<file path="src/rtl/spi_diag_pkg.sv">
package spi_diag_pkg;

  typedef enum logic [1:0] {
    SRC_DIAG = 2'd0,
    SRC_REV  = 2'd1,
    SRC_CTRL = 2'd2
  } reply_src_e;

  typedef struct packed {
    logic       wr_ctrl;
    logic       clr_diag;
    reply_src_e src;
  } cmd_action_t;

  function automatic cmd_action_t decode_cmd(input logic [2:0] op);
    cmd_action_t a;
    a.wr_ctrl  = 1'b0;
    a.clr_diag = 1'b0;
    a.src      = SRC_DIAG;
    case (op)
      3'b001: a.src = SRC_REV;
      3'b011: a.src = SRC_CTRL;
      3'b100: a.clr_diag = 1'b1;
      3'b111: begin a.wr_ctrl = 1'b1; a.src = SRC_CTRL; end
      3'b110: a.wr_ctrl = 1'b1;
      default: a.src = SRC_DIAG;
    endcase
    return a;
  endfunction

  function automatic logic [7:0] rev_byte(input logic [3:0] nib);
    return {4'b0010, nib};
  endfunction

endpackage

</file>
<file path="src/rtl/spi_edge_sync.sv">
module spi_edge_sync #(
  parameter int   STAGES    = 2,
  parameter logic RESET_VAL = 1'b0
) (
  input  logic clk,
  input  logic rst_n,
  input  logic din,
  output logic level,
  output logic rise,
  output logic fall
);
  logic [STAGES-1:0] chain_q;
  logic              prev_q;

  always_ff @(posedge clk or negedge rst_n) begin
    if (!rst_n) begin
      chain_q <= {STAGES{RESET_VAL}};
      prev_q  <= RESET_VAL;
    end else begin
      chain_q <= {chain_q[STAGES-2:0], din};
      prev_q  <= chain_q[STAGES-1];
    end
  end

  assign level = chain_q[STAGES-1];
  assign rise  = level & ~prev_q;
  assign fall  = ~level & prev_q;
endmodule

</file>
<file path="src/rtl/spi_rx_shift.sv">
module spi_rx_shift #(
  parameter int DATA_W = 8,
  parameter int CNT_W  = 5
) (
  input  logic              clk,
  input  logic              rst_n,
  input  logic              start,
  input  logic              sample,
  input  logic              din,
  output logic [DATA_W-1:0] data_o,
  output logic              full_o
);
  logic [CNT_W-1:0]  cnt_q;
  logic [DATA_W-1:0] sh_q;

  always_ff @(posedge clk or negedge rst_n) begin
    if (!rst_n) begin
      cnt_q <= '0;
      sh_q  <= '0;
    end else if (start) begin
      cnt_q <= '0;
      sh_q  <= '0;
    end else if (sample) begin
      sh_q <= {sh_q[DATA_W-2:0], din};
      if (cnt_q != {CNT_W{1'b1}}) cnt_q <= cnt_q + 1'b1;
    end
  end

  assign data_o = sh_q;
  assign full_o = (cnt_q == CNT_W'(DATA_W));

  AST_CNT_RESTART: assert property (@(posedge clk) disable iff (!rst_n)
    start |=> (cnt_q == '0));
endmodule

</file>
<file path="src/rtl/spi_tx_path.sv">
module spi_tx_path #(
  parameter int DATA_W = 8
) (
  input  logic              clk,
  input  logic              rst_n,
  input  logic              load,
  input  logic [DATA_W-1:0] load_data,
  input  logic              shift_evt,
  input  logic              stop,
  input  logic              err_i,
  input  logic              si_raw,
  output logic              so,
  output logic              so_oe,
  output logic              flag_phase
);
  logic [DATA_W-1:0] sh_q;
  logic              act_q;
  logic              flag_q;

  always_ff @(posedge clk or negedge rst_n) begin
    if (!rst_n) begin
      sh_q   <= '0;
      act_q  <= 1'b0;
      flag_q <= 1'b0;
    end else if (load) begin
      sh_q   <= load_data;
      act_q  <= 1'b1;
      flag_q <= 1'b1;
    end else if (stop) begin
      act_q  <= 1'b0;
      flag_q <= 1'b0;
    end else if (shift_evt) begin
      if (flag_q) flag_q <= 1'b0;
      else        sh_q   <= {sh_q[DATA_W-2:0], 1'b0};
    end
  end

  assign so_oe      = act_q;
  assign flag_phase = flag_q;
  assign so         = act_q & (flag_q ? (err_i | si_raw) : sh_q[DATA_W-1]);

  AST_OE_AT_START: assert property (@(posedge clk) disable iff (!rst_n)
    load |=> (so_oe && flag_phase));
  AST_OE_OFF_AT_END: assert property (@(posedge clk) disable iff (!rst_n)
    (stop && !load) |=> !so_oe);
  AST_FLAG_ENDS_ON_EDGE: assert property (@(posedge clk) disable iff (!rst_n)
    $fell(flag_phase) |-> ($past(shift_evt) || $past(stop)));
  AST_IDLE_LOW: assert property (@(posedge clk) disable iff (!rst_n)
    !so_oe |-> !so);
endmodule

</file>
<file path="src/rtl/spi_diag_slave.sv">
module spi_diag_slave
  import spi_diag_pkg::*;
#(
  parameter int DATA_W      = 8,
  parameter int REV_W       = 4,
  parameter int SYNC_STAGES = 2
) (
  input  logic              clk,
  input  logic              rst_n,
  input  logic              csn_i,
  input  logic              sck_i,
  input  logic              si_i,
  input  logic [DATA_W-1:0] diag_i,
  input  logic [REV_W-1:0]  rev_i,
  input  logic              err_i,
  output logic              so_o,
  output logic              so_oe_o,
  output logic [DATA_W-1:0] ctrl_o,
  output logic              diag_clr_o
);
  localparam int CNT_W = $clog2(DATA_W) + 2;
  localparam int NPINS = 3;
  localparam logic [NPINS-1:0] PIN_RST = 3'b001;

  logic [NPINS-1:0] pin_raw, pin_lvl, pin_rise, pin_fall;
  assign pin_raw = {si_i, sck_i, csn_i};

  for (genvar g = 0; g < NPINS; g++) begin : g_sync
    spi_edge_sync #(.STAGES(SYNC_STAGES), .RESET_VAL(PIN_RST[g])) u_sync (
      .clk(clk), .rst_n(rst_n), .din(pin_raw[g]),
      .level(pin_lvl[g]), .rise(pin_rise[g]), .fall(pin_fall[g]));
  end

  logic frame_start, frame_end, bit_in, bit_out, active, flag_phase;
  assign frame_start = pin_fall[0];
  assign frame_end   = pin_rise[0] & active;
  assign bit_in      = pin_fall[1] & active & ~pin_lvl[0];
  assign bit_out     = pin_rise[1] & active & ~pin_lvl[0];

  logic [DATA_W-1:0] rx_byte;
  logic              rx_full;

  spi_rx_shift #(.DATA_W(DATA_W), .CNT_W(CNT_W)) u_rx (
    .clk(clk), .rst_n(rst_n), .start(frame_start), .sample(bit_in),
    .din(pin_lvl[2]), .data_o(rx_byte), .full_o(rx_full));

  reply_src_e        src_q;
  logic [DATA_W-1:0] ctrl_q;
  logic              clr_q;
  cmd_action_t       act;
  logic [DATA_W-1:0] reply_data;

  assign act = decode_cmd(rx_byte[DATA_W-1 -: 3]);

  always_comb begin
    case (src_q)
      SRC_REV:  reply_data = DATA_W'(rev_byte(rev_i));
      SRC_CTRL: reply_data = ctrl_q;
      default:  reply_data = diag_i;
    endcase
  end

  always_ff @(posedge clk or negedge rst_n) begin
    if (!rst_n) begin
      src_q  <= SRC_REV;
      ctrl_q <= '0;
      clr_q  <= 1'b0;
    end else begin
      clr_q <= 1'b0;
      if (frame_end) begin
        if (rx_full) begin
          src_q <= act.src;
          if (act.wr_ctrl) ctrl_q <= rx_byte;
          clr_q <= act.clr_diag;
        end else begin
          src_q <= SRC_DIAG;
        end
      end
    end
  end

  spi_tx_path #(.DATA_W(DATA_W)) u_tx (
    .clk(clk), .rst_n(rst_n), .load(frame_start), .load_data(reply_data),
    .shift_evt(bit_out), .stop(frame_end), .err_i(err_i), .si_raw(si_i),
    .so(so_o), .so_oe(active), .flag_phase(flag_phase));

  assign so_oe_o    = active;
  assign ctrl_o     = ctrl_q;
  assign diag_clr_o = clr_q;

  AST_CTRL_AT_END: assert property (@(posedge clk) disable iff (!rst_n)
    !$stable(ctrl_o) |-> $past(frame_end));
  AST_CLR_AT_END: assert property (@(posedge clk) disable iff (!rst_n)
    diag_clr_o |-> $past(frame_end));
  AST_CLR_SINGLE: assert property (@(posedge clk) disable iff (!rst_n)
    diag_clr_o |=> !diag_clr_o);
  AST_FLAG_IN_FRAME: assert property (@(posedge clk) disable iff (!rst_n)
    flag_phase |-> so_oe_o);
endmodule

</file>
<file path="config.mk">
export PLATFORM = sky130hd
export DESIGN_NAME = spi_diag_slave
export DESIGN_NICKNAME = d
export VERILOG_FILES = /design/src/rtl/spi_diag_pkg.sv /design/src/rtl/spi_edge_sync.sv /design/src/rtl/spi_rx_shift.sv /design/src/rtl/spi_tx_path.sv /design/src/rtl/spi_diag_slave.sv
export SDC_FILE = /design/constraint.sdc
export NUM_CORES = 1
export LEC_CHECK = 0
export BUFFER_PORTS_ARGS = -buffer_cell sky130_fd_sc_hd__buf_4
export CELL_PAD_IN_SITES_DETAIL_PLACEMENT = 1
export CELL_PAD_IN_SITES_GLOBAL_PLACEMENT = 1
export CORE_ASPECT_RATIO = 0.7
export CORE_MARGIN = 1.5
export CORE_UTILIZATION = 45
export CTS_BUF_LIST = sky130_fd_sc_hd__clkbuf_8
export CTS_CLUSTER_DIAMETER = 50
export CTS_CLUSTER_SIZE = 25
export DETAILED_ROUTE_END_ITERATION = 7
export GPL_ROUTABILITY_DRIVEN = 0
export PLACE_DENSITY = 0.89
export SYNTH_ARGS = -nofsm -noshare
export SYNTH_HDL_FRONTEND = slang
export SYNTH_SLANG_ARGS = --single-unit
</file>
<file path="constraint.sdc">
create_clock -name clk -period 2.24 [get_ports clk]
set_input_delay 0.448 -clock clk [delete_from_list [all_inputs] [get_ports clk]]
set_output_delay 0.448 -clock clk [all_outputs]
set_load 0.01 [all_outputs]
</file>
# --- Yosys cells after proc, flatten, opt, wreduce, memory -nomap -nowiden ---
# Index checks and enable logic that the tools add are counted.
word_totals:
  reg_bits: 42
  latchBits: 0
  ramBits: 0
  romBits: 0
  output_inout_bits: 11
  mem_count: 0
classes:
  add_sub_neg: 1
  n_mul: 0
  div_mod_pow: 0
  order_cmp: 0
  n_eq_ne: 11
  n_shift: 0
  muxes: 22
  bitwise_logic: 15
  reduce_logical: 10
ops:
  columns: ["op", "n"]
  rows:
  - ["8-bit 2-to-1 mux", 6]
  - ["8-bit one-hot mux with 2 select lines", 1]
  - ["5-bit 2-to-1 mux", 3]
  - ["1-bit AND", 10]
  - ["1-bit 2-to-1 mux", 10]
  - ["3-bit equality test, second input constant", 3]
  - ["2-bit nonzero test", 4]
  - ["3-bit AND reduction", 2]
  - ["5-bit by 1-bit adder with 5-bit output, second input constant", 1]
  - ["5-bit by 4-bit equality test with 1-bit output, second input constant", 1]
  - ["5-bit != test, second input constant", 1]
  - ["2-bit != test, second input constant", 2]
  - ["1-bit NOT", 4]
  - ["2-bit one-hot mux with 2 select lines", 1]
  - ["2-bit OR reduction", 2]
  - ["3-bit by 1-bit equality test with 1-bit output, second input constant", 1]
  - ["3-bit by 2-bit equality test with 1-bit output, second input constant", 1]
  - ["3-bit nonzero test", 1]
  - ["2-bit by 1-bit equality test with 1-bit output, second input constant", 1]
  - ["2-bit equality test, second input constant", 1]
  - ["2-bit 2-to-1 mux", 1]
  - ["2-bit AND reduction", 1]
  - ["1-bit bitwise OR", 1]

# --- Logic depth before layout (Yosys ltp) ---
# Gate-level depths: netlist of the first run.
depth:
  ltp_word: 7
  ltp_mapped: 7
  depth_no_buf: 6

# --- Hierarchy ---
# A second synthesis of the first run with hierarchy kept.
hier_totals:
  cells_unflattened: 178
  area_unflattened_um2: 1985.7
modules_own_cells:
  columns: ["module", "n_inst", "cells_per_inst", "area_each_um2"]
  rows:
  - ["spi_rx_shift", 1, 53, 611.8]
  - ["spi_diag_slave", 1, 57, 610.6]
  - ["spi_tx_path", 1, 53, 489.2]
  - ["spi_edge_sync at g_sync[1].u_sync ...", 2, 5, 90.1]
  - ["spi_edge_sync at g_sync[0].u_sync", 1, 5, 93.8]

# --- Worst setup path after synthesis of the first run ---
# No wires, ideal clock.
synth_timing:
  path_type: "register to register"
  from: "reg src_q[0]"
  to: "reg u_tx.sh_q[4]"
  arrival_time_ns: 1.584
  path_slack_ns: 0.521
  stages_incl_launch_ff: 8
  n_path_buf: 1
  cell_sequence: "dfstp_2 inv_1 ha_1 clkbuf_1 nor2b_1 a221o_1 o21ai_0 o21ai_0"
synth_between:
  elab_chain_cells: 3
synth_rtl:
  columns: ["element", "line_no", "rtl"]
  rows:
  - ["from (decl)", "spi_diag_slave.sv:47", "reply_src_e src_q;"]
  - ["from (signal assigned)", "spi_diag_slave.sv:72", "src_q <= act.src;"]
  - ["2-bit equality test or 2-bit by 1-bit equality test with 1-bit output (tied branches)", "spi_diag_slave.sv:56", "case (src_q)"]
  - ["8-bit one-hot mux with 2 select lines (*)", "spi_diag_slave.sv:56", null]
  - ["8-bit 2-to-1 mux (*)", "spi_tx_path.sv:25", "end else if (load) begin"]
  - ["to (signal assigned)", "spi_tx_path.sv:26", "sh_q <= load_data;"]
  - ["to (signal assigned)", "spi_tx_path.sv:34", "else sh_q <= {sh_q[DATA_W-2:0], 1'b0};"]
  - ["to (decl)", "spi_tx_path.sv:16", "logic [DATA_W-1:0] sh_q;"]
# Mark *: on every way between the ends. The rest lies on a longest branch, timed or not.
# A chain may end at the register's enable or synchronous reset.

# --- Worst setup path after layout of the first run ---
layout_timing:
  from: "reg src_q[0]"
  to: "reg u_tx.sh_q[5]"
# Same word-level chain as after synthesis.

==> flow_metrics.py, run 1 <==
metrics = {
    "outcome": {
        "status": "completed",
    },
    "clocking": {
        "clock_latency_ns": 0.31,
        "tritoncts": "built",
        "cts-root-buf": "clkbuf_8",
        "cts_buffers": 5,
        "clk_pin_slew_ns": 0.09,
        "htreeDepth": 2,
        "ctsResizeCount": 0,
        "hold_buffers": 0,
        "cts_max_path_buffers": 2,
        "post-cts-setup-buffers": 0,
        "cts_num_sinks": 42,
    },
    "timing": {
        "maxSlewHeadroom_pct": 35.2,
        "finClkSkew_ns": 0.00556,
        "finalSetupViolCount": 0,
        "fin_setup_tns_ns": 0,
        "max_freq_mhz": 496,
        "hold_viol": 0,
        "min_period_ns": 2.02,
        "final_max_slew_viol_count": 0,
        "holdWs_ns": 0.112,
        "rsz0062_at_grt": "no",
        "max_slew.worst_pin.slew_ns": 0.965,
        "post-route-period-util_pct": 90.0,
    },
    "critical_path": {
        "worstSetupPathType": "reg -> reg",
        "crit_buf_inv": 1,
        "startpoint": "src_q[0]",
        "timing.rr.start": "src_q[0]",
        "cp_slowest_stage_delay_ns": 0.55,
        "path_cells": "inv_1, ha_1, a211oi_1, nor3_1, a21oi_1, o21ai_0",
        "start_kind": "register",
        "timing.critical_path.slowest_stage_cell": "dfstp_2",
        "required_ns": 2.37,
        "crit_path_end_kind": "register",
        "cp_max_fo": 10,
        "cp.arrival_ns": 2.15,
        "crit_family": "compound AO/OA/AOI/OAI gates",
    },
    "placement": {
        "dpl_cell_area_um2": 2120,
        "dp_hpwl_um": 3620,
        "dp_cells": 238,
        "io_buffers": 28,
    },
    "route": {
        "via_per_inst": 5.69,
        "dr_wl_met3_um": 295,
        "ant_nets": 0,
        "first_pass_iters": 4,
        "drt_iter0_markers": 100,
        "wl_per_cell_um": 20.3,
        "wl_met1_um": 1980,
        "vias": 1400,
        "totalWireLength_um": 4990,
        "dr_wl_met2_um": 2530,
        "highest_layer": "met4",
        "drc": 0,
    },
    "pwr": {
        "ir_drop_mv": 0.352,
        "total_power_mw": 1.52,
        "p_per_area_nw_per_um2": 684,
        "leakagePower_nw": 1.04,
    },
    "synth": {
        "syn_nets": 186,
        "syn-cell-area_um2": 1870,
        "ys_seq_area_share_pct": 56.4,
        "yosysUniqueCellTypes": 37,
        "syn_avg_cell_area_um2": 11.5,
        "yosys_register_bits": 42,
        "synth_cells": 163,
        "yosysWarningCount": 0,
    },
    "finish": {
        "final_area_um2": 2220,
        "drive_above_1_share_pct": 26.3,
        "post_layout_nonfiller_instances": 246,
        "area_delta_synth_final_pct": 18.4,
        "antennaDiodeCount": 0,
        "final_nets": 216,
    },
    "floorplan": {
        "io_pins": 29,
        "start_util_pct": 47.4,
        "rows": 19,
        "dieArea_um2": 4560,
        "coreArea_um2": 3950,
        "die_w_um": 80.1,
        "fp.dieH_um": 57.0,
    },
    "global_routing": {
        "antenna_found_initial": 0,
        "grt_usage_pct": 24.7,
        "grt_pass1_wl_um": 7870,
        "grt_max_degree": 43,
        "overflow": 0,
        "grt_pass1_vias": 1524,
    },
    "job": {
        "drv_cap": 0,
    },
    "min_path": {
        "min_path_type": "in -> async",
    },
}
-- layout by cell type (no fill, tap or decap), types with 3 or more instances in the layout --
master,instances
dfrtp_1,38
buf_4,29
nor2_1,13
o21ai_0,13
nand2_1,12
nand2b_1,7
mux2_2,7
inv_1,5
mux2i_1,5
ha_1,5
clkbuf_8,5
nor2b_1,4
o22ai_1,4
a211oi_1,4
a22oi_1,4
dfstp_2,4
a21oi_1,3
nor3_1,3
a221o_1,3
a22o_1,3
a21o_1,3
-- flip-flops by register name, indices dropped and copies added (netlist names) --
signal	count
ctrl_o	8
u_rx.data_o	8
u_tx.sh_q	8
g_sync.u_sync.chain_q	6
u_rx.cnt_q	5
g_sync.u_sync.prev_q	2
src_q	2
diag_clr_o	1
u_tx.flag_phase	1
u_tx.so_oe	1
-- synth_stat cells --
master | number | area, um^2
a211oi_1 | 4 | 30.0
a21o_1 | 3 | 22.5
a21oi_1 | 3 | 15.0
a221o_1 | 3 | 30.0
a22o_1 | 3 | 26.3
a22oi_1 | 4 | 30.0
a32o_1 | 2 | 20.0
and2b_1 | 1 | 7.51
and3_1 | 1 | 6.26
and4bb_1 | 1 | 12.5
and4bb_2 | 1 | 12.5
buf_2 | 1 | 5.00
buf_6 | 1 | 11.3
clkbuf_1 | 4 | 15.0
dfrtp_1 | 38 | 951
dfstp_2 | 4 | 105
ha_1 | 5 | 62.6
inv_1 | 5 | 18.8
maj3_1 | 1 | 10.0
mux2_2 | 7 | 78.8
mux2i_1 | 5 | 50.1
nand2_1 | 12 | 45.0
nand2b_1 | 7 | 43.8
nand2b_4 | 1 | 13.8
nand3_1 | 2 | 10.0
nand3b_1 | 1 | 7.51
nand4_2 | 1 | 12.5
nor2_1 | 13 | 48.8
nor2b_1 | 4 | 25.0
nor3_1 | 3 | 15.0
nor4bb_1 | 1 | 10.0
o21ai_0 | 13 | 65.1
o21ai_1 | 1 | 5.00
o22ai_1 | 4 | 25.0
or4_1 | 1 | 7.51
xnor2_1 | 1 | 8.76
xor2_1 | 1 | 8.76
-- worst register-to-register path: cells and delay by family, from the launching register on --
| family | cells | cell delay [ns] |
|---|---|---|
| flip-flops | 1 | 0.55 |
| adder cells (fa/ha/maj) | 1 | 0.42 |
| AO/OA/AOI/OAI | 3 | 0.72 |
| AND/OR/NAND/NOR | 1 | 0.10 |
| buffers and inverters | 1 | 0.05 |
-- cells by family (layout without fill, tap and decap cells) --
kind of cell,Yosys count,in the layout,share of synthesized area (%)
xor+xnor,2,2,0.936
simple gates,50,50,14.8
compound gates,40,40,14.4
flops,42,42,56.4
fa+ha+maj,6,6,3.88
buf+inv,11,42,2.67
mux,12,12,6.89
-- through the flow --
| stage | worst slack, ns | utilization (%) |
|---|---|---|
| after global routing | 0.106 | 56.2 |
| after detailed placement | 0.254 | 53.8 |
| after global placement | 0.475 | 53.8 |
| after CTS | 0.231 | 56.2 |
| after floorplan | 0.521 | - |
| final | 0.223 | 56.2 |
-- worst paths after layout --
kind / to / slack (ns) / depth (start not counted)
setup / recovery: u_tx.sh_q[5] / 0.22 / 6
hold / removal: u_tx.sh_q[6] / 0.11 / 1
setup reg to reg: u_tx.sh_q[5] / 0.22 / 6
hold reg to reg: g_sync[0].u_sync.chain_q[1] / 0.36 / 0
max in group asynchronous: g_sync[0].u_sync.chain_q[1] / 1.76 / 1
min in group clk: g_sync[0].u_sync.chain_q[0] / 0.24 / 1
-- routing by layer --
metal	vias up	GRT usage [%]
met2	40	41.9
met1	703	29.0
met5	-	0
met4	0	13.8
li1	641	-
met3	16	5.76
-- report_power, final --
| group | internal (mW) | total, mW | leakage [nW] | switching [mW] |
|---|---|---|---|---|
| registers | 0.805 | 0.848 | 0.541 | 0.0430 |
| logic | 0.0670 | 0.152 | 0.457 | 0.0852 |
| clock network | 0.223 | 0.516 | 0.0408 | 0.293 |
-- layout make-up --
cell class                 instances  area (um^2)
multi-input combinational        110          766
tap                               52         65.1
timing repair buffer              29          218
clock buffer                       5         68.8
sequential                        42         1060
fill                             446         1730
inverter                           5         18.8
clock inverter                     3         23.8
Note: power is estimated with default switching activity, not from simulation.
==> run 2: changes to the inputs <==
--- a/config.mk
+++ b/config.mk
@@ -7,2 +7,3 @@
 export LEC_CHECK = 0
+export ABC_AREA = 1
 export BUFFER_PORTS_ARGS = -buffer_cell sky130_fd_sc_hd__buf_4
@@ -12,3 +13,3 @@
 export CORE_MARGIN = 1.5
-export CORE_UTILIZATION = 45
+export CORE_UTILIZATION = 44
 export CTS_BUF_LIST = sky130_fd_sc_hd__clkbuf_8
@@ -18,5 +19,6 @@
 export GPL_ROUTABILITY_DRIVEN = 0
-export PLACE_DENSITY = 0.89
+export PLACE_DENSITY = 0.91
 export SYNTH_ARGS = -nofsm -noshare
 export SYNTH_HDL_FRONTEND = slang
+export SYNTH_HIERARCHICAL = 1
 export SYNTH_SLANG_ARGS = --single-unit
--- a/constraint.sdc
+++ b/constraint.sdc
@@ -3,2 +3,2 @@
 set_output_delay 0.448 -clock clk [all_outputs]
-set_load 0.01 [all_outputs]
+set_load 0.005 [all_outputs]
==> run 2 against run 1 <==
  * The flow now finishes with violations (DRC)
  * Register-to-register slack better by 0.10 ns
  * Synthesized cell count increased by 54%
  * Sequential share of layout area down 3.9 points
  * Flip-flop and latch count did not move
  * Core utilization decreased by 1.7 points
  * Critical path type unchanged
  * Highest routed layer unchanged
==> flow_metrics.py, run 2 <==
metrics = {
    "route": {
        "totalWireLength_um": 4890,
        "first_pass_iters": 7,
        "ant_nets": 0,
        "via_per_inst": 5.15,
        "vias": 1756,
        "drt_iter0_markers": 88,
        "drc": 5,
        "wl_per_cell_um": 14.3,
    },
    "timing": {
        "final_max_slew_viol_count": 0,
        "max_freq_mhz": 522,
        "min_period_ns": 1.92,
        "finClkSkew_ns": 0.00580,
        "rsz0062_at_grt": "no",
        "post-route-period-util_pct": 85.6,
        "max_slew.worst_pin.slew_ns": 0.524,
        "fin_setup_tns_ns": 0,
        "maxSlewHeadroom_pct": 65.1,
        "worst_slack_ns": 0.324,
        "hold_viol": 0,
        "finalSetupViolCount": 0,
    },
    "clocking": {
        "tritoncts": "built",
        "cts_num_sinks": 42,
        "cts-root-buf": "clkbuf_8",
        "post-cts-setup-buffers": 0,
        "hold_buffers": 0,
        "cts_buffers": 5,
        "ctsResizeCount": 0,
        "clock_latency_ns": 0.30,
        "cts_max_path_buffers": 2,
        "clk_pin_slew_ns": 0.08,
        "htreeDepth": 2,
    },
    "critical_path": {
        "cp.arrival_ns": 2.11,
        "ff2ff_path_depth": 11,
        "r2r_end": "u_tx/sh_q[1]",
        "crit_path_end_kind": "register",
        "start_kind": "register",
        "required_ns": 2.44,
        "worstSetupPathType": "reg -> reg",
        "timing.rr.start": "src_q[0]",
        "ff2ff_setup_slack_ns": 0.32,
        "cp_max_fo": 10,
    },
    "floorplan": {
        "die_w_um": 84.8,
        "fp.dieH_um": 60.3,
        "start_util_pct": 46.6,
        "dieArea_um2": 5120,
        "rows": 20,
        "coreArea_um2": 4430,
        "io_pins": 29,
    },
    "synth": {
        "yosysWarningCount": 6,
        "syn_nets": 275,
        "synth_cells": 251,
        "syn-cell-area_um2": 2060,
        "syn_avg_cell_area_um2": 8.22,
    },
    "placement": {
        "dp_slack_ns": 0.331,
        "io_buffers": 28,
        "dp_hpwl_um": 3630,
    },
    "outcome": {
        "violations": "DRC",
        "status": "complete, but fails checks",
    },
    "global_routing": {
        "grt_pass1_vias": 1839,
        "overflow": 0,
        "antenna_found_initial": 0,
        "grt_usage_pct": 21.7,
        "grt_pass1_wl_um": 8420,
        "grt_max_degree": 43,
    },
    "pwr": {
        "p_per_area_nw_per_um2": 644,
        "ir_drop_mv": 0.276,
        "leakagePower_nw": 1.29,
    },
    "finish": {
        "drive_above_1_share_pct": 19.6,
        "final_nets": 309,
        "area_delta_synth_final_pct": 16.9,
        "antennaDiodeCount": 0,
        "final_common_cell": "nand2_1",
        "fin_util_pct": 54.4,
        "final_cell_mix": "nand2_1 (95), dfrtp_1 (38), nand3_1 (33)",
    },
    "min_path": {
        "min_path_type": "in -> async",
    },
    "job": {
        "drv_cap": 0,
    },
}
[run 2: through the flow]
| step | power [mW] | hold slack (ns) | cells | instance area [um^2] |
|---|---|---|---|---|
| 2_1_floorplan | 0.963 | 0.152 | 251 | 2060 |
| 3_3_place_gp | 1.04 | 0.333 | 333 | 2320 |
| 3_5_place_dp | 1.05 | 0.344 | 333 | 2320 |
| 4_1_cts | 1.57 | 0.137 | 341 | 2410 |
| 5_1_grt | 1.64 | 0.146 | 341 | 2410 |
| 6_report | 1.55 | 0.117 | 341 | 2410 |
[run 2: critical path: stages, from the launching register on]
cell	delay, ns
dfstp_2	0.56
inv_1	0.05
ha_1	0.47
inv_2	0.11
nand2_1	0.13
inv_1	0.10
nand2_1	0.06
nand3_1	0.06
nand2_1	0.07
o21ai_0	0.08
nand2_1	0.07
nand2_1	0.05
[run 2: cell type report]
cell class / instances / area [um^2]
clock buffers: 6 / 82.6
clock inverters: 2 / 12.5
fillers: 542 / 2020
inverters: 29 / 116
multi-input cells: 176 / 842
flip-flops and latches: 42 / 1060
well taps: 55 / 68.8
repair buffers: 31 / 233
[run 2: worst max-delay path by stage]
stage | start | to | cells past startpoint
2_1_floorplan | src_q[0] | u_tx/sh_q[1] | 12
3_3_place_gp | src_q[0] | u_tx/sh_q[1] | 11
3_5_place_dp | src_q[0] | u_tx/sh_q[1] | 11
4_1_cts | src_q[0] | u_tx/sh_q[1] | 11
5_1_grt | src_q[0] | u_tx/sh_q[1] | 11
6_report | src_q[0] | u_tx/sh_q[1] | 11
[run 2: report_power, final]
group | internal, mW | total, mW | switching, mW
sequential | 0.809 | 0.844 | 0.0347
clock | 0.248 | 0.523 | 0.275
combinational | 0.0785 | 0.186 | 0.108
total | 1.14 | 1.55 | 0.417
[run 2: per-layer routing]
layer,global-route usage (%),wire length (um),vias to the layer above
li1,-,-,852
met1,27.6,2360,857
met2,36.9,2230,35
met3,4.70,204,12
met4,8.43,94,0
met5,0,0,-
